==> config.mk <==
export PLATFORM = sky130hd
export DESIGN_NAME = wdog_top
export DESIGN_NICKNAME = d
export VERILOG_FILES = /design/src/rtl/wdog_pkg.sv /design/src/rtl/wdog_feed_seq.sv /design/src/rtl/wdog_count.sv /design/src/rtl/wdog_regs.sv /design/src/rtl/wdog_top.sv
export SDC_FILE = /design/constraint.sdc
export NUM_CORES = 1
export LEC_CHECK = 0
export BUFFER_PORTS_ARGS = -buffer_cell sky130_fd_sc_hd__buf_2
export CAP_MARGIN = 10
export CORE_MARGIN = 10
export CORE_UTILIZATION = 55
export CTS_BUF_LIST = sky130_fd_sc_hd__clkbuf_16
export DETAILED_ROUTE_END_ITERATION = 10
export GPL_TIMING_DRIVEN = 0
export PLACE_DENSITY_LB_ADDON = 0.2
export SLEW_MARGIN = 15
export SYNTH_ARGS = -nofsm -noshare
export SYNTH_HDL_FRONTEND = slang
export SYNTH_SLANG_ARGS = --single-unit
==> constraint.sdc <==
create_clock -name clk -period 3.5 [get_ports clk]
set_input_delay 0 -clock clk [delete_from_list [all_inputs] [get_ports clk]]
set_output_delay 0 -clock clk [all_outputs]
set_load 0.005 [all_outputs]
==> src/rtl/wdog_pkg.sv <==
// Shared definitions for the watchdog: register map, service keys, mode bits.
package wdog_pkg;

    typedef enum logic [2:0] {
        WD_MODE   = 3'd0,
        WD_RELOAD = 3'd1,
        WD_FEED   = 3'd2,
        WD_COUNT  = 3'd3,
        WD_STATUS = 3'd4
    } wd_reg_e;

    localparam logic [7:0] WD_KEY_FIRST  = 8'hAA;
    localparam logic [7:0] WD_KEY_SECOND = 8'h55;

    typedef struct packed {
        logic rst_sel;   // 1: fault requests reset, 0: fault raises interrupt
        logic run_en;    // 1: countdown runs once armed
    } wd_mode_t;

endpackage

==> src/rtl/wdog_feed_seq.sv <==
// Two-key service sequence detector.
// Watches every register access. A write of the first key arms a pending
// flag; the next access completes the sequence when it writes the second
// key to the service register, otherwise it is reported as a broken
// sequence. Idle cycles do not disturb the pending flag.
// Assumes one access per cycle, qualified by acc.
module wdog_feed_seq
    import wdog_pkg::*;
(
    input  logic       clk,
    input  logic       rst_n,
    input  logic       acc,
    input  logic       wr,
    input  logic       to_feed,
    input  logic [7:0] key,
    output logic       feed_ok,
    output logic       feed_bad
);

    logic pend_q;
    logic key1_wr;
    logic key2_wr;

    // Classify the current access against the two keys.
    always_comb begin
        key1_wr  = acc && wr && to_feed && (key == WD_KEY_FIRST);
        key2_wr  = acc && wr && to_feed && (key == WD_KEY_SECOND);
        feed_ok  = pend_q && key2_wr;
        feed_bad = pend_q && acc && !key2_wr;
    end

    // Track whether the first key is waiting for its partner.
    always_ff @(posedge clk) begin
        if (!rst_n)
            pend_q <= 1'b0;
        else if (acc)
            pend_q <= key1_wr && !pend_q;
    end

    // any access that follows a pending first key ends the sequence

    pend_clear_chk: assert property (@(posedge clk) disable iff (!rst_n)
        (pend_q && acc) |=> !pend_q);

    // a lone second key never leaves a sequence pending

    lone_key_chk: assert property (@(posedge clk) disable iff (!rst_n)
        (!pend_q && key2_wr) |=> !pend_q);

endmodule

==> src/rtl/wdog_count.sv <==
// Prescaled down-counter.
// A fixed prescaler divides the clock by PRESC. Each prescaler wrap
// decrements the count while run is high. A reload loads the count and
// restarts the prescaler phase, and it takes priority over counting.
// expire flags the tick that takes the count from 1 to 0.
module wdog_count #(
    parameter int CNT_W      = 32,
    parameter int PRESC      = 4,
    parameter int MIN_RELOAD = 256
) (
    input  logic             clk,
    input  logic             rst_n,
    input  logic             run,
    input  logic             reload,
    input  logic [CNT_W-1:0] load_val,
    output logic [CNT_W-1:0] cnt_q,
    output logic             expire
);

    localparam int PS_W = (PRESC > 1) ? $clog2(PRESC) : 1;
    localparam logic [PS_W-1:0] PS_LAST = PS_W'(PRESC - 1);

    logic [PS_W-1:0] ps_q;
    logic            tick;

    // Prescaler wrap and expiry detection.
    always_comb begin
        tick   = run && (ps_q == PS_LAST);
        expire = tick && (cnt_q == CNT_W'(1));
    end

    // Prescaler phase: restart on reload, advance while running.
    always_ff @(posedge clk) begin
        if (!rst_n)
            ps_q <= '0;
        else if (reload)
            ps_q <= '0;
        else if (run)
            ps_q <= (ps_q == PS_LAST) ? '0 : ps_q + 1'b1;
    end

    // Count value: load on reload, step down on each prescaler tick.
    always_ff @(posedge clk) begin
        if (!rst_n)
            cnt_q <= CNT_W'(MIN_RELOAD);
        else if (reload)
            cnt_q <= load_val;
        else if (tick)
            cnt_q <= cnt_q - 1'b1;
    end

    // reload loads the constant and restarts the phase

    reload_chk: assert property (@(posedge clk) disable iff (!rst_n)
        reload |=> (cnt_q == $past(load_val)) && (ps_q == '0));

    // the count only moves on a prescaler wrap

    step_chk: assert property (@(posedge clk) disable iff (!rst_n)
        (!reload && !(run && ps_q == PS_LAST)) |=> $stable(cnt_q));

endmodule

==> src/rtl/wdog_regs.sv <==
// Software-visible state of the watchdog: mode bits, arm state, reload
// constant and the sticky reset-cause bit.
// Mode bits are freely writable until the first valid service sequence;
// afterwards writes can only set bits. A fault clears mode and arm state.
// The cause bit is reset only by por_n, never by rst_n.
module wdog_regs
    import wdog_pkg::*;
#(
    parameter int CNT_W      = 32,
    parameter int MIN_RELOAD = 256
) (
    input  logic             clk,
    input  logic             rst_n,
    input  logic             por_n,
    input  logic             wr_mode,
    input  logic             wr_reload,
    input  logic             wr_status,
    input  logic [CNT_W-1:0] wdata,
    input  logic             feed_ok,
    input  logic             fault,
    output wd_mode_t         mode_q,
    output logic             armed_q,
    output logic [CNT_W-1:0] reload_q,
    output logic             flag_q
);

    localparam logic [CNT_W-1:0] FLOOR = CNT_W'(MIN_RELOAD);

    wd_mode_t wr_bits;

    // Mode bits carried by the write data.
    always_comb wr_bits = wd_mode_t'(wdata[1:0]);

    // Mode register: free before arming, set-only after, cleared by a fault.
    always_ff @(posedge clk) begin
        if (!rst_n)
            mode_q <= '0;
        else if (fault)
            mode_q <= '0;
        else if (wr_mode)
            mode_q <= armed_q ? (mode_q | wr_bits) : wr_bits;
    end

    // Arm state: set by the first valid sequence, dropped by a fault.
    always_ff @(posedge clk) begin
        if (!rst_n)
            armed_q <= 1'b0;
        else if (fault)
            armed_q <= 1'b0;
        else if (feed_ok)
            armed_q <= 1'b1;
    end

    // Reload constant with a lower floor.
    always_ff @(posedge clk) begin
        if (!rst_n)
            reload_q <= FLOOR;
        else if (wr_reload)
            reload_q <= (wdata < FLOOR) ? FLOOR : wdata;
    end

    // Sticky reset-cause bit: set by a reset-type fault, cleared by writing 0.
    always_ff @(posedge clk) begin
        if (!por_n)
            flag_q <= 1'b0;
        else if (fault && mode_q.rst_sel)
            flag_q <= 1'b1;
        else if (wr_status && !wdata[0])
            flag_q <= 1'b0;
    end

    // the stored constant never drops below the floor

    floor_chk: assert property (@(posedge clk) disable iff (!rst_n)
        reload_q >= FLOOR);

    // once armed, mode bits only clear through a fault

    set_only_chk: assert property (@(posedge clk) disable iff (!rst_n)
        (armed_q && !fault) |=> ((mode_q & $past(mode_q)) == $past(mode_q)));

endmodule

==> src/rtl/wdog_top.sv <==
// Watchdog timer top level.
// Decodes a simple single-cycle register bus, combines the service-key
// detector, the prescaled counter and the register state, and turns a
// timeout or a broken key sequence into a one-clock reset request or
// interrupt. Assumes that all inputs are synchronous to clk and that the
// reset generator outside the block acts on rst_req.
module wdog_top
    import wdog_pkg::*;
#(
    parameter int CNT_W      = 32,
    parameter int PRESC      = 4,
    parameter int MIN_RELOAD = 256
) (
    input  logic             clk,
    input  logic             rst_n,
    input  logic             por_n,
    input  logic             bus_sel,
    input  logic             bus_wr,
    input  logic [2:0]       bus_addr,
    input  logic [CNT_W-1:0] bus_wdata,
    output logic [CNT_W-1:0] bus_rdata,
    output logic             rst_req,
    output logic             irq
);

    logic             wr_en;
    logic             wr_mode;
    logic             wr_reload;
    logic             wr_status;
    logic             to_feed;
    logic             feed_ok;
    logic             feed_bad;
    logic             expire;
    logic             active;
    logic             fault;
    wd_mode_t         mode_q;
    logic             armed_q;
    logic             flag_q;
    logic [CNT_W-1:0] reload_q;
    logic [CNT_W-1:0] cnt_q;

    // Write strobes per register.
    always_comb begin
        wr_en     = bus_sel && bus_wr;
        wr_mode   = wr_en && (bus_addr == WD_MODE);
        wr_reload = wr_en && (bus_addr == WD_RELOAD);
        wr_status = wr_en && (bus_addr == WD_STATUS);
        to_feed   = (bus_addr == WD_FEED);
    end

    wdog_feed_seq u_seq (
        .clk      (clk),
        .rst_n    (rst_n),
        .acc      (bus_sel),
        .wr       (bus_wr),
        .to_feed  (to_feed),
        .key      (bus_wdata[7:0]),
        .feed_ok  (feed_ok),
        .feed_bad (feed_bad)
    );

    wdog_regs #(
        .CNT_W      (CNT_W),
        .MIN_RELOAD (MIN_RELOAD)
    ) u_regs (
        .clk       (clk),
        .rst_n     (rst_n),
        .por_n     (por_n),
        .wr_mode   (wr_mode),
        .wr_reload (wr_reload),
        .wr_status (wr_status),
        .wdata     (bus_wdata),
        .feed_ok   (feed_ok),
        .fault     (fault),
        .mode_q    (mode_q),
        .armed_q   (armed_q),
        .reload_q  (reload_q),
        .flag_q    (flag_q)
    );

    wdog_count #(
        .CNT_W      (CNT_W),
        .PRESC      (PRESC),
        .MIN_RELOAD (MIN_RELOAD)
    ) u_cnt (
        .clk      (clk),
        .rst_n    (rst_n),
        .run      (active),
        .reload   (feed_ok),
        .load_val (reload_q),
        .cnt_q    (cnt_q),
        .expire   (expire)
    );

    // Fault decision: expiry not rescued by a same-cycle reload, or a broken sequence.
    always_comb begin
        active = armed_q && mode_q.run_en;
        fault  = active && ((expire && !feed_ok) || feed_bad);
    end

    // One-clock fault pulses, routed by the reset-select bit.
    always_ff @(posedge clk) begin
        if (!rst_n) begin
            rst_req <= 1'b0;
            irq     <= 1'b0;
        end else begin
            rst_req <= fault && mode_q.rst_sel;
            irq     <= fault && !mode_q.rst_sel;
        end
    end

    // Combinational register readback.
    always_comb begin
        case (bus_addr)
            WD_MODE:   bus_rdata = CNT_W'({mode_q.rst_sel, mode_q.run_en});
            WD_RELOAD: bus_rdata = reload_q;
            WD_COUNT:  bus_rdata = cnt_q;
            WD_STATUS: bus_rdata = CNT_W'(flag_q);
            default:   bus_rdata = '0;
        endcase
    end

    // a reset request lasts exactly one clock

    rst_pulse_chk: assert property (@(posedge clk) disable iff (!rst_n)
        rst_req |=> !rst_req);

    // a reset request is always recorded in the cause bit

    rst_flag_chk: assert property (@(posedge clk) disable iff (!rst_n || !por_n)
        rst_req |-> flag_q);

    // an interrupt lasts exactly one clock

    irq_pulse_chk: assert property (@(posedge clk) disable iff (!rst_n)
        irq |=> !irq);

    // the block is inactive right after any fault pulse

    disarm_chk: assert property (@(posedge clk) disable iff (!rst_n)
        (rst_req || irq) |-> (!active && mode_q == '0));

    // the count holds until armed, except for a reload

    idle_hold_chk: assert property (@(posedge clk) disable iff (!rst_n)
        (!armed_q && !feed_ok) |=> $stable(cnt_q));

    // the cause bit only rises together with a reset request

    flag_rise_chk: assert property (@(posedge clk) disable iff (!rst_n || !por_n)
        (flag_q && !$past(flag_q)) |-> rst_req);

endmodule

Yosys cells after proc, flatten, opt, wreduce, memory -nomap -nowiden. Index checks and enable logic that the tools add are counted.

Register bits: 73. Input port bits: 40. Output and inout bits: 34.

Add/subtract/negate cells: 2. Equality and inequality tests: 8. Bitwise logic cells: 2. $lt $le $gt $ge: 1. Multiplexer cells: 8. Reduce and logical (&&, ||, !) cells: 30.

Operators with widths (number): case mux 32 bit (4 select lines) (1); 2-to-1 mux 32 bit (3); == test 32 x 1 -> 1 bit, second input constant (1); < comparator 32 x 9 -> 1 bit, second input constant (1); subtractor 32 x 1 -> 32 bit, second input constant (1); logical AND 1 bit (19); == test 8 x 7 -> 1 bit, second input constant (1); == test 8 bit, second input constant (1); == test 3 x 2 -> 1 bit, second input constant (2); zero test 1 bit (5); 2-to-1 mux 2 bit (2); nonzero test 2 bit (2); OR reduction 2 bit (2); == test 3 x 1 -> 1 bit, second input constant (1); == test 3 bit, second input constant (1); zero test 3 bit (1); adder 2 x 1 -> 2 bit, second input constant (1); == test 2 bit, second input constant (1); 2-to-1 mux 1 bit (2); OR 2 bit (1); logical OR 1 bit (1); inverter 1 bit (1).

Logic depth before layout (Yosys ltp). Gate-level depths: netlist (run 1).

Depth in word-level cells: 10. Gate-level depth with buffers: 7. Gate-level depth less buffers: 7.

Hierarchy. From an unflattened synthesis (run 1), not the netlist that was laid out.

Cell total of the unflattened synthesis: 450. Area total of the unflattened synthesis: 4095.2 um^2.

Modules (own cells, without submodules): wdog_count (area an instance 1929.4 um^2, seq. area each 680.7 um^2, cells an instance 226, times used 1); wdog_regs (area an instance 1524.0 um^2, seq. area each 720.7 um^2, cells an instance 150, times used 1); wdog_top (area an instance 510.5 um^2, seq. area each 40.0 um^2, cells an instance 61, times used 1); wdog_feed_seq (area an instance 131.4 um^2, seq. area each 20.0 um^2, cells an instance 13, times used 1).

Worst setup path after synthesis (run 1). Ideal clock, no wire load.

Path kind: register -> register. Start point: register u_cnt.cnt_q[0]. End point: register u_cnt.cnt_q[26]. Library setup time: 0.131 ns. Setup slack: 1.696 ns. Arrival time: 1.673 ns. Period minus slack after synthesis: 1.804 ns. Stages on the path, launching flop included: 8. Cell sequence: dfxtp_1 -> inv_1 -> ha_1 -> nor3b_1 -> nand2_1 -> nor3_4 -> mux2i_1 -> o22ai_1.

Word-level cells in the longest chain between the ends: 3.

RTL lines: start: declaration (line wdog_count.sv:16) `output logic [CNT_W-1:0] cnt_q,`; start signal: assignment (line wdog_count.sv:45) `cnt_q <= CNT_W'(MIN_RELOAD);`; start signal: assignment (line wdog_count.sv:47) `cnt_q <= load_val;`; start signal: assignment (line wdog_count.sv:49) `cnt_q <= cnt_q - 1'b1;`; subtractor 32 x 1 -> 32 bit (line wdog_count.sv:49); 2-to-1 mux 32 bit (line wdog_count.sv:48) `else if (tick)`; 2-to-1 mux 32 bit (line wdog_count.sv:46) `else if (reload)`.

Every way passes these cells. The select of a mux whose other input is x is not followed. A chain may end at the register's enable or synchronous reset.

Final worst setup path (run 1).
Start point: register u_cnt.cnt_q[1]. End point: register u_cnt.cnt_q[26].

The elaborated chain is that of the path after synthesis.

==> metrics.cfg, run 1 <==
[cts]
cts_setup_buffers=0
clock_latency_ns=0.34
clk_path_buf_depth=2
htreeDepth=3
numCtsBuffers=9
clock-sinks=73
cts_tree=built
cts.clk_slew.worst_paths_ns=0.06
clock_tree.root_cell=clkbuf_16

[setup_path]
r2r_slack_ns=1.04
r2r_end=u_cnt.cnt_q[26]
r2r_cells=7
crit_arrival_ns=2.66
path_max_fanout=7
crit_cells=7
slowest_stage=nor3b_1
reg2reg_from=u_cnt.cnt_q[1]
critPathMaxStageDelay_ns=0.59
start_kind=flop
cp-end-kind=flop
cp_top_family=simple AND/OR/NAND/NOR gates
cp.buffers_inverters=1
path_cells=inv_1 > ha_1 > nor3b_1 > nand2_1 > nor3_4 > mux2i_1 > o22ai_1
crit_type=reg2reg
cp_data_required_time_ns=3.70

[detailed_routing]
ant_nets=0
totalWireLength_um=13320
via_per_inst=6.263
via_count=4215
first_iter_violations=424
route.detailed.drc=0
wl_per_cell_um=19.79
first_pass_iters=5

[sta]
worst_pin_slew_ns=0.7404
max_slew_margin_pct=50.64
period_needed_ns=2.463
drv_slew=0
holdWs_ns=0.01970
rsz0062_at_grt=no
setup_viol=0
fin_tns_setup_ns=0
max_freq_mhz=406.0
hold_viol_final=0
finalClockSkew_ns=0.005287
finalCritPeriodShare_pct=70.37

[finish]
syn2layout_area_growth_pct=27.59
fillers=549
layout_commonest_cell=buf_2
diodes=0
drive_above_1_share_pct=19.76
final_cell_mix=81 x buf_2, 73 x dfxtp_1, 70 x nand2_1
num-nets-final=616

[power_and_ir_drop]
power_frac_clock_pct=52.0
switching_share_pct=21.48
pwr-share-comb_pct=6.2
p_seq_share_pct=41.8
p_sw_w=0.0004319
power.density_nw_per_um2=406.9
ir_drop_mv=0.3343
p_int_w=0.001579
leakagePower_nw=1.868

[grt]
grt_pass1_wl_um=21100
antenna_found_initial=0
grt_overflow=0
grt_use_total_pct=23.72
grt_pass1_vias=3973
grt_start_max_net_pins=13

[synthesis]
synth_edf_count=0
mappedNetlistNets=508
syn-instance-count=465
syn_avg_cell_area_um2=8.328
ys_seq_area_share_pct=37.74
ys_async_sr_fraction_pct=0
netlist_area_um2=3872
synth_cell_type_count=49
ys_seq_elements=73
ys.flop_type=dfxtp_1
yosysWarningCount=0

[placement]
gp_congestion=0.9095
port_buffers=71
dp.final_hpwl_um=9136

[min_path]
hp-start=bus_wdata[0]
hp-class=in2reg
min_to=u_regs.reload_q[0]
holdPathStages=3

[die]
die_x_um=103.9
row_count=30
io_pins=74
core_um2=6832
die_h_um=103.9
start_util_pct=56.68
die_area_um2=10800

[run]
drv_cap=0

[status]
status=finished, final reports clean

how the worst max path moves through the flow:
stage	start	end	slack [ns]
after CTS	u_cnt.cnt_q[1]	u_cnt.cnt_q[26]	1.14
after floorplan	u_cnt.cnt_q[0]	u_cnt.cnt_q[26]	1.70
final	u_cnt.cnt_q[1]	u_cnt.cnt_q[26]	1.04
after global placement	u_cnt.cnt_q[1]	u_cnt.cnt_q[26]	1.19
after detailed placement	u_cnt.cnt_q[1]	u_cnt.cnt_q[28]	1.16
after global routing	u_cnt.cnt_q[1]	u_cnt.cnt_q[28]	0.94
cell families after synthesis:
logic type	Yosys count	share of synthesized area, %
compound gates	140	22.55
fa+ha+maj	3	0.9694
simple gates	181	27.21
flops	73	37.74
buf+inv	34	3.619
xor+xnor	27	6.107
mux	7	1.809
flip-flops by register name, summed over array words and instances (netlist names):
signal and cells:
u_regs.mode_q 2, u_regs.armed_q 1, irq 1, u_regs.flag_q 1
u_cnt.cnt_q 32, rst_req 1, u_regs.reload_q 32, u_seq.pend_q 1
u_cnt.ps_q 2
layout make-up:
class	instances	area [um2]	area share [%]
clock buffers	9	225.2	4.558
repair buffers	97	615.6	12.46
plain buffers	30	125.1	2.532
multi-input cells	358	2271	45.96
flip-flops and latches	73	1461	29.58
clock inverters	6	107.6	2.178
inverters	4	15.01	0.3039
well taps	96	120.1	2.431
power groups by stage:
stage	registers [W]	logic, W	clock network (W)
floorplan	0.000857	0.0000451	0
global placement	0.000858	0.0000955	0
detailed placement	0.000858	0.0000972	0
CTS	0.000840	0.000120	0.00105
global route	0.000840	0.000134	0.00109
finish	0.000840	0.000125	0.00105
worst register-to-register path, delay by kind of cell, from the launching register on:
kind | cells | cell delay (ns)
and+or+nand+nor | 3 | 1.34
DFF | 1 | 0.32
muxes | 1 | 0.23
adders and majority gates | 1 | 0.24
buffers and inverters | 1 | 0.11
AOI/OAI and AO/OA | 1 | 0.10
cells in the mapped netlist (3+ instances only):
| cell type | instances | area share [%] |
|---|---|---|
| mux2i_1 | 7 | 1.8 |
| ha_1 | 3 | 0.97 |
| clkbuf_1 | 19 | 1.8 |
| nor4_4 | 3 | 1.6 |
| nor4_1 | 10 | 1.6 |
| o211ai_1 | 8 | 1.6 |
| a22o_1 | 32 | 7.2 |
| xor2_1 | 9 | 2.0 |
| nor2_1 | 20 | 1.9 |
| a211oi_1 | 3 | 0.58 |
| nor4_2 | 8 | 2.6 |
| inv_1 | 4 | 0.39 |
| nor3b_1 | 3 | 0.58 |
| nand3_1 | 8 | 1.0 |
| dfxtp_1 | 73 | 38 |
| nand4_1 | 6 | 0.97 |
| o21ai_0 | 26 | 3.4 |
| and3_1 | 4 | 0.65 |
| nor4bb_1 | 4 | 1.0 |
| nand2_1 | 70 | 6.8 |
| nand3b_1 | 3 | 0.58 |
| xnor2_1 | 18 | 4.1 |
| a21oi_1 | 58 | 7.5 |
| or3_1 | 6 | 0.97 |
| nor3_1 | 16 | 2.1 |
| nand2b_1 | 3 | 0.48 |
| buf_2 | 10 | 1.3 |
| a31oi_1 | 3 | 0.48 |
| o22ai_1 | 4 | 0.65 |
routing by layer:
layer  vias to the layer above  wire (um)  track usage (%)
li1                       1935          -                -
met1                      1972       5408            29.82
met2                       262       6101            37.48
met3                        46       1379            7.125
met4                         0        432            8.449
met5                         -          0                0
through the flow:
| step | instances | power [W] | area (um2) | setup WS [ns] | util [%] |
|---|---|---|---|---|---|
| floorplan | 465 | 0.0009020 | 3872 | 1.696 | - |
| global placement | 632 | 0.0009537 | 4348 | 1.195 | 63.64 |
| detailed placement | 632 | 0.0009556 | 4348 | 1.158 | 63.64 |
| CTS | 673 | 0.002006 | 4941 | 1.135 | 72.33 |
| global route | 673 | 0.002062 | 4941 | 0.9367 | 72.33 |
| finish | 673 | 0.002011 | 4941 | 1.037 | 72.33 |
repair_timing:
action	in CTS	in global routing
endpoints found under the setup margin	0	0
resized for setup	0	0
hold buffers	26	0
hold endpoints to repair	26	0
(Power assumes the default switching activity.)
==> inputs of run 2 (changes only) <==
--- a/config.mk
+++ b/config.mk
@@ -8,7 +8,7 @@
 export BUFFER_PORTS_ARGS = -buffer_cell sky130_fd_sc_hd__buf_2
 export CAP_MARGIN = 10
 export CORE_MARGIN = 10
-export CORE_UTILIZATION = 55
+export CORE_UTILIZATION = 50
 export CTS_BUF_LIST = sky130_fd_sc_hd__clkbuf_16
 export DETAILED_ROUTE_END_ITERATION = 10
 export GPL_TIMING_DRIVEN = 0
==> constraint.sdc (replaced) <==
create_clock -name clk -period 2.24 [get_ports clk]
set_input_delay 0 -clock clk [delete_from_list [all_inputs] [get_ports clk]]
set_output_delay 0 -clock clk [all_outputs]
set_load 0.005 [all_outputs]
==> metrics.cfg, run 2 (synthesis gave the netlist of run 1 again) <==
[power_and_ir_drop]
power.density_nw_per_um2=612.6  ; was 406.9 nW/um2
ir_drop_mv=0.4578  ; was 0.3343 mV
leakagePower_nw=1.867  ; was 1.868 nW

[cts]
cts.clk_slew.worst_paths_ns=0.06  ; about the same
clock_tree.root_cell=clkbuf_16  ; unchanged
cts_tree=built  ; unchanged
cts_setup_buffers=0  ; unchanged
numCtsBuffers=9  ; unchanged
clk_path_buf_depth=2  ; unchanged
clock-sinks=73  ; unchanged
clock_latency_ns=0.33  ; was 0.34 ns
htreeDepth=3  ; unchanged

[sta]
hold_viol_final=0  ; unchanged
drv_slew=0  ; unchanged
finalCritPeriodShare_pct=92.77  ; was 70.37%
rsz0062_at_grt=no  ; unchanged
worst_slack_ns=0.1620  ; was 1.037 ns
max_slew_margin_pct=55.38  ; was 50.64%
worst_pin_slew_ns=0.6694  ; was 0.7404 ns
period_needed_ns=2.078  ; was 2.463 ns
setup_viol=0  ; unchanged
fin_tns_setup_ns=0  ; unchanged
max_freq_mhz=481.2  ; was 406.0 MHz
finalClockSkew_ns=0.004075  ; was 0.005287 ns

[finish]
design_area_um2=4942  ; was 4941 um2
final_cell_mix=81 x buf_2, 73 x dfxtp_1, 69 x nand2_1  ; was 81 x buf_2, 73 x dfxtp_1, 70 x nand2_1
drive_above_1_share_pct=20.24  ; was 19.76%
syn2layout_area_growth_pct=27.63  ; was 27.59%
reg_top3=u_cnt.cnt_q x32, u_regs.reload_q x32  ; unchanged
layout_commonest_cell=buf_2  ; unchanged
diodes=0  ; unchanged
num-nets-final=617  ; was 616

[placement]
place_ws_ns=-0.07686  ; was 1.158 ns
dp.final_hpwl_um=9259  ; was 9136 um
port_buffers=71  ; unchanged
gp_congestion=0.9502  ; was 0.9095
place_area_um2=4355  ; was 4348 um2

[run]
drv_cap=0  ; unchanged

[setup_path]
slowest_stage=nor4_1  ; was nor3b_1
r2r_end=u_regs.mode_q[1]  ; was u_cnt.cnt_q[26]
cp_data_required_time_ns=2.46  ; was 3.70 ns
cp-end-kind=flop  ; unchanged
cp_top_family=simple AND/OR/NAND/NOR gates  ; unchanged
cp.buffers_inverters=0  ; was 1
crit_arrival_ns=2.30  ; was 2.66 ns
r2r_cells=5  ; was 7
reg2reg_from=u_cnt.cnt_q[24]  ; was u_cnt.cnt_q[1]
path_max_fanout=6  ; was 7
crit_type=reg2reg  ; unchanged
start_kind=flop  ; unchanged
r2r_slack_ns=0.16  ; was 1.04 ns
critPathMaxStageDelay_ns=0.57  ; was 0.59 ns
path_cells=nor4_1 > nand2_1 > nor4_2 > o21ai_1 > and3_1  ; was inv_1 > ha_1 > nor3b_1 > nand2_1 > nor3_4 > mux2i_1 > o22ai_1

[status]
status=finished, final reports clean  ; unchanged

[grt]
grt_overflow=0  ; unchanged
grt_use_total_pct=22.66  ; was 23.72%
grt_pass1_vias=3988  ; was 3,973
grt_pass1_wl_um=21130  ; was 21,100 um
grt_start_max_net_pins=13  ; unchanged
antenna_found_initial=0  ; unchanged

[die]
start_util_pct=50.64  ; was 56.68%
die_h_um=108.0  ; was 103.9 um
die_x_um=108.0  ; was 103.9 um
row_count=32  ; was 30
io_pins=74  ; unchanged
die_area_um2=11670  ; was 10,800 um2
core_um2=7647  ; was 6832 um2

[detailed_routing]
first_pass_iters=6  ; was 5
route.detailed.drc=0  ; unchanged
totalWireLength_um=13090  ; was 13,320 um
first_iter_violations=343  ; was 424
via_count=3997  ; was 4,215
wl_per_cell_um=19.24  ; was 19.79 um
ant_nets=0  ; unchanged
via_per_inst=5.878  ; was 6.263

[min_path]
holdPathStages=3  ; unchanged
min_to=u_regs.reload_q[2]  ; was u_regs.reload_q[0]
hp-class=in2reg  ; unchanged
hp-start=bus_wdata[2]  ; was bus_wdata[0]

## run 2: cell types whose count changed in the layout (fill, tap and decap cells not counted), sizes merged
cell         delta
bufinv          -1
dlygate4sd3     +1
clkinv          +1
## run 2: stage by stage
stage | total power (W) | instances | utilization (%) | hold slack [ns]
6_report | 0.003027 | 680 | 64.63 | 0.001261
3_5_place_dp | 0.001492 | 638 | 56.95 | 0.2599
2_1_floorplan | 0.001409 | 465 | - | 0.1360
3_3_place_gp | 0.001489 | 638 | 56.95 | 0.2522
5_1_grt | 0.003096 | 680 | 64.63 | 0.02740
4_1_cts | 0.003022 | 680 | 64.59 | 0.001850
## run 2: worst reg2reg max path: stages, from the launching register on
cell     delay, ns
dfxtp_1       0.38
nor4_1        0.57
nand2_1       0.18
nor4_2        0.46
o21ai_1       0.18
and3_1        0.21
## run 2: worst max-delay path by stage
stage / startpoint / end / cells after the start
after floorplan: u_cnt.cnt_q[0] / u_cnt.cnt_q[26] / 7
after CTS: u_cnt.cnt_q[1] / u_cnt.cnt_q[26] / 7
after global routing: u_cnt.cnt_q[1] / u_cnt.cnt_q[28] / 7
after global placement: u_cnt.cnt_q[1] / u_cnt.cnt_q[26] / 7
after detailed placement: u_cnt.cnt_q[1] / u_cnt.cnt_q[26] / 7
final: u_cnt.cnt_q[24] / u_regs.mode_q[1] / 5
## run 2: layout make-up
type                       count  area (um2)
fill                         687        2705
multi-input combinational    358        2278
sequential                    73        1461
timing repair buffer          98       625.6
clock buffer                   9       225.2
tap                          102       127.6
buffer                        30       125.1
clock inverter                 6       83.83
inverter                       4       15.01
## run 2: timing repair
item	CTS	global route
hold buffers	27	0
cloned	0	0
gates resized for setup	1	1
endpoints found under the setup margin	3	3
pin swaps	0	0
endpoints found under the hold margin	27	0
## run 2: report_power, final
group	leakage [nW]	internal [W]	total (W)	switching, W
Sequential	0.588	0.00131	0.00132	0.00000923
Combinational	1.12	0.0000840	0.000190	0.000106
Clock	0.155	0.000965	0.00152	0.000557
Total	1.87	0.00235	0.00303	0.000673
## run 2: routing by layer
layer / global-route usage (%) / part of all wire [%] / vias to the layer above
li1: - / - / 1936
met1: 29.71 / 43 / 1904
met2: 36.29 / 48 / 144
met3: 5.354 / 8.3 / 13
met4: 6.393 / 1.1 / 0
met5: 0 / 0 / -
==> inputs of run 3 (changes only) <==
--- a/config.mk
+++ b/config.mk
@@ -7,12 +7,15 @@
 export LEC_CHECK = 0
 export BUFFER_PORTS_ARGS = -buffer_cell sky130_fd_sc_hd__buf_2
 export CAP_MARGIN = 10
+export CELL_PAD_IN_SITES_DETAIL_PLACEMENT = 0
+export CELL_PAD_IN_SITES_GLOBAL_PLACEMENT = 2
 export CORE_MARGIN = 10
-export CORE_UTILIZATION = 50
+export CORE_UTILIZATION = 29
 export CTS_BUF_LIST = sky130_fd_sc_hd__clkbuf_16
 export DETAILED_ROUTE_END_ITERATION = 10
 export GPL_TIMING_DRIVEN = 0
 export PLACE_DENSITY_LB_ADDON = 0.2
+export SETUP_SLACK_MARGIN = 0.3
 export SLEW_MARGIN = 15
 export SYNTH_ARGS = -nofsm -noshare
 export SYNTH_HDL_FRONTEND = slang
==> metrics.cfg, run 3 (synthesis gave the netlist of run 1 again) <==
[detailed_routing]
first_pass_iters=4  ; was 6
via_count=4012  ; was 3,997
via_per_inst=5.197  ; was 5.878
ant_nets=0  ; unchanged
wl_per_cell_um=19.37  ; was 19.24 um
route.detailed.drc=0  ; unchanged
totalWireLength_um=14950  ; was 13,090 um
first_iter_violations=216  ; was 343

[placement]
port_buffers=71  ; unchanged
dp.final_hpwl_um=10710  ; was 9259 um
place_area_um2=4448  ; was 4355 um2
gp_congestion=0.7939  ; was 0.9502

[cts]
cts_tree=built  ; unchanged
numCtsBuffers=9  ; unchanged
clk_path_buf_depth=2  ; unchanged
htreeDepth=3  ; unchanged
clock-sinks=73  ; unchanged
cts.clk_slew.worst_paths_ns=0.06  ; about the same
clock_tree.root_cell=clkbuf_16  ; unchanged
clock_latency_ns=0.34  ; was 0.33 ns

[finish]
layout_commonest_cell=buf_2  ; unchanged
fillers=1430  ; was 687
design_area_um2=5256  ; was 4942 um2
num-nets-final=634  ; was 617
final_cell_mix=80 x buf_2, 71 x dfxtp_1, 68 x nand2_1  ; was 81 x buf_2, 73 x dfxtp_1, 69 x nand2_1
drive_above_1_share_pct=23.49  ; was 20.24%
register_area_um2=1464  ; was 1461 um2
multiInputGateArea_um2=2371  ; was 2278 um2
final_util_pct=40.01  ; was 64.63%
reg_top3=u_cnt.cnt_q x32, u_regs.reload_q x32  ; unchanged
diodes=0  ; unchanged
syn2layout_area_growth_pct=35.74  ; was 27.63%

[power_and_ir_drop]
power.density_nw_per_um2=557.1  ; was 612.6 nW/um2
ir_drop_mv=0.2843  ; was 0.4578 mV
leakagePower_nw=1.946  ; was 1.867 nW

[setup_path]
path_max_fanout=5  ; was 6
start_kind=flop  ; unchanged
path_cells=nor4_2 > nand4_1 > nor4_4 > buf_4 > o21ai_2 > and3_1  ; was nor4_1 > nand2_1 > nor4_2 > o21ai_1 > and3_1
crit_type=reg2reg  ; unchanged
critPathMaxStageDelay_ns=0.50  ; was 0.57 ns
crit_arrival_ns=2.10  ; was 2.30 ns
reg2reg_from=u_cnt.cnt_q[20]  ; was u_cnt.cnt_q[24]
r2r_cells=6  ; was 5
r2r_end=u_regs.mode_q[1]  ; unchanged
cp-end-kind=flop  ; unchanged
r2r_slack_ns=0.38  ; was 0.16 ns
slowest_stage=nor4_2  ; was nor4_1
cp_data_required_time_ns=2.48  ; was 2.46 ns

[die]
start_util_pct=29.48  ; was 50.64%
row_count=42  ; was 32
core_um2=13140  ; was 7647 um2
die_area_um2=18380  ; was 11,670 um2
io_pins=74  ; unchanged
die_x_um=135.6  ; was 108.0 um
die_h_um=135.6  ; was 108.0 um

[sta]
holdWs_ns=0.02169  ; was 0.001261 ns
drv_slew=0  ; unchanged
finalClockSkew_ns=0.006671  ; was 0.004075 ns
max_freq_mhz=537.8  ; was 481.2 MHz
hold_viol_final=0  ; unchanged
period_needed_ns=1.860  ; was 2.078 ns
worst_pin_slew_ns=0.8409  ; was 0.6694 ns
finalCritPeriodShare_pct=83.02  ; was 92.77%
rsz0062_at_grt=no  ; unchanged
setup_viol=0  ; unchanged
max_slew_margin_pct=43.94  ; was 55.38%

[min_path]
min_to=u_regs.reload_q[0]  ; was u_regs.reload_q[2]
holdPathStages=3  ; unchanged
hp-class=in2reg  ; unchanged
hp-start=bus_wdata[0]  ; was bus_wdata[2]

[grt]
grt_overflow=0  ; unchanged
grt_use_total_pct=16.47  ; was 22.66%
grt_start_max_net_pins=12  ; was 13
antenna_found_initial=0  ; unchanged
grt_pass1_wl_um=23560  ; was 21,130 um
grt_pass1_vias=4137  ; was 3,988

[status]
status=finished, final reports clean  ; unchanged

[run]
drv_cap=0  ; unchanged

-- run 3: changes by cell type in the layout (fill, tap and decap cells not counted), sizes merged --
cell         before  now
buf              82   94
bufinv            2    1
clkbuf           28   27
clkinv            4    5
dlygate4sd3      27   33
inv               4    5
-- run 3: where the power goes --
group	switching [W]	internal [W]	total [W]
combinational	0.000117	0.0000907	0.000207
sequential	0.00000629	0.00131	0.00131
clock	0.000569	0.000840	0.00141
-- run 3: layer usage --
| layer | share of wire (%) | vias to the layer above | wire, um | track usage [%] |
|---|---|---|---|---|
| met5 | 0 | - | 0 | 0 |
| met4 | 2.0 | 0 | 301 | 6.400 |
| met3 | 3.4 | 20 | 513 | 3.524 |
| met2 | 46 | 73 | 6851 | 25.73 |
| met1 | 49 | 1948 | 7285 | 21.62 |
| li1 | - | 1971 | - | - |
-- run 3: how the worst max path moves through the flow --
| stage | from | endpoint | depth (start not counted) |
|---|---|---|---|
| 3_3_place_gp | u_cnt.cnt_q[1] | u_cnt.cnt_q[28] | 7 |
| 6_report | u_cnt.cnt_q[20] | u_regs.mode_q[1] | 6 |
| 4_1_cts | u_cnt.ps_q[0] | u_cnt.cnt_q[27] | 8 |
| 3_5_place_dp | u_cnt.cnt_q[1] | u_cnt.cnt_q[26] | 7 |
| 2_1_floorplan | u_cnt.cnt_q[0] | u_cnt.cnt_q[26] | 7 |
| 5_1_grt | u_cnt.ps_q[1] | u_regs.mode_q[1] | 8 |
-- run 3: cell type report --
type | count | share of cell area (%)
flip-flops and latches | 73 | 27.85
multi-input cells | 358 | 45.11
plain buffers | 30 | 2.595
repair buffers | 115 | 14.69
inverters | 4 | 0.2856
well taps | 176 | 4.189
clock inverters | 7 | 0.9998
clock buffers | 9 | 4.285
-- run 3: through the flow --
step           worst slack, ns  setup TNS (ns)  std cells  total power [W]
2_1_floorplan           0.4361               0        465         0.001409
3_5_place_dp           -0.2985          -1.450        712         0.001503
6_report                0.3804               0        772         0.002928
5_1_grt                 0.2903               0        772         0.003022
4_1_cts                 0.3110               0        764         0.002945
3_3_place_gp           -0.3447          -1.872        712         0.001502
-- run 3: what timing repair did --
| item | 4_1_cts | 5_1_grt |
|---|---|---|
| setup endpoints to repair | 21 | 34 |
| resized for setup | 9 | 24 |
| pin swaps | 0 | 6 |
| buffers inserted | 3 | 8 |
| hold endpoints to repair | 33 | 0 |
| hold buffers | 33 | 0 |
-- run 3: critical path, delay by kind of cell (launching register included) --
family	cells	cell delay, ns
AO/OA/AOI/OAI	1	0.07
flip-flops	1	0.36
buffers and inverters	1	0.18
AND/OR/NAND/NOR	4	1.16
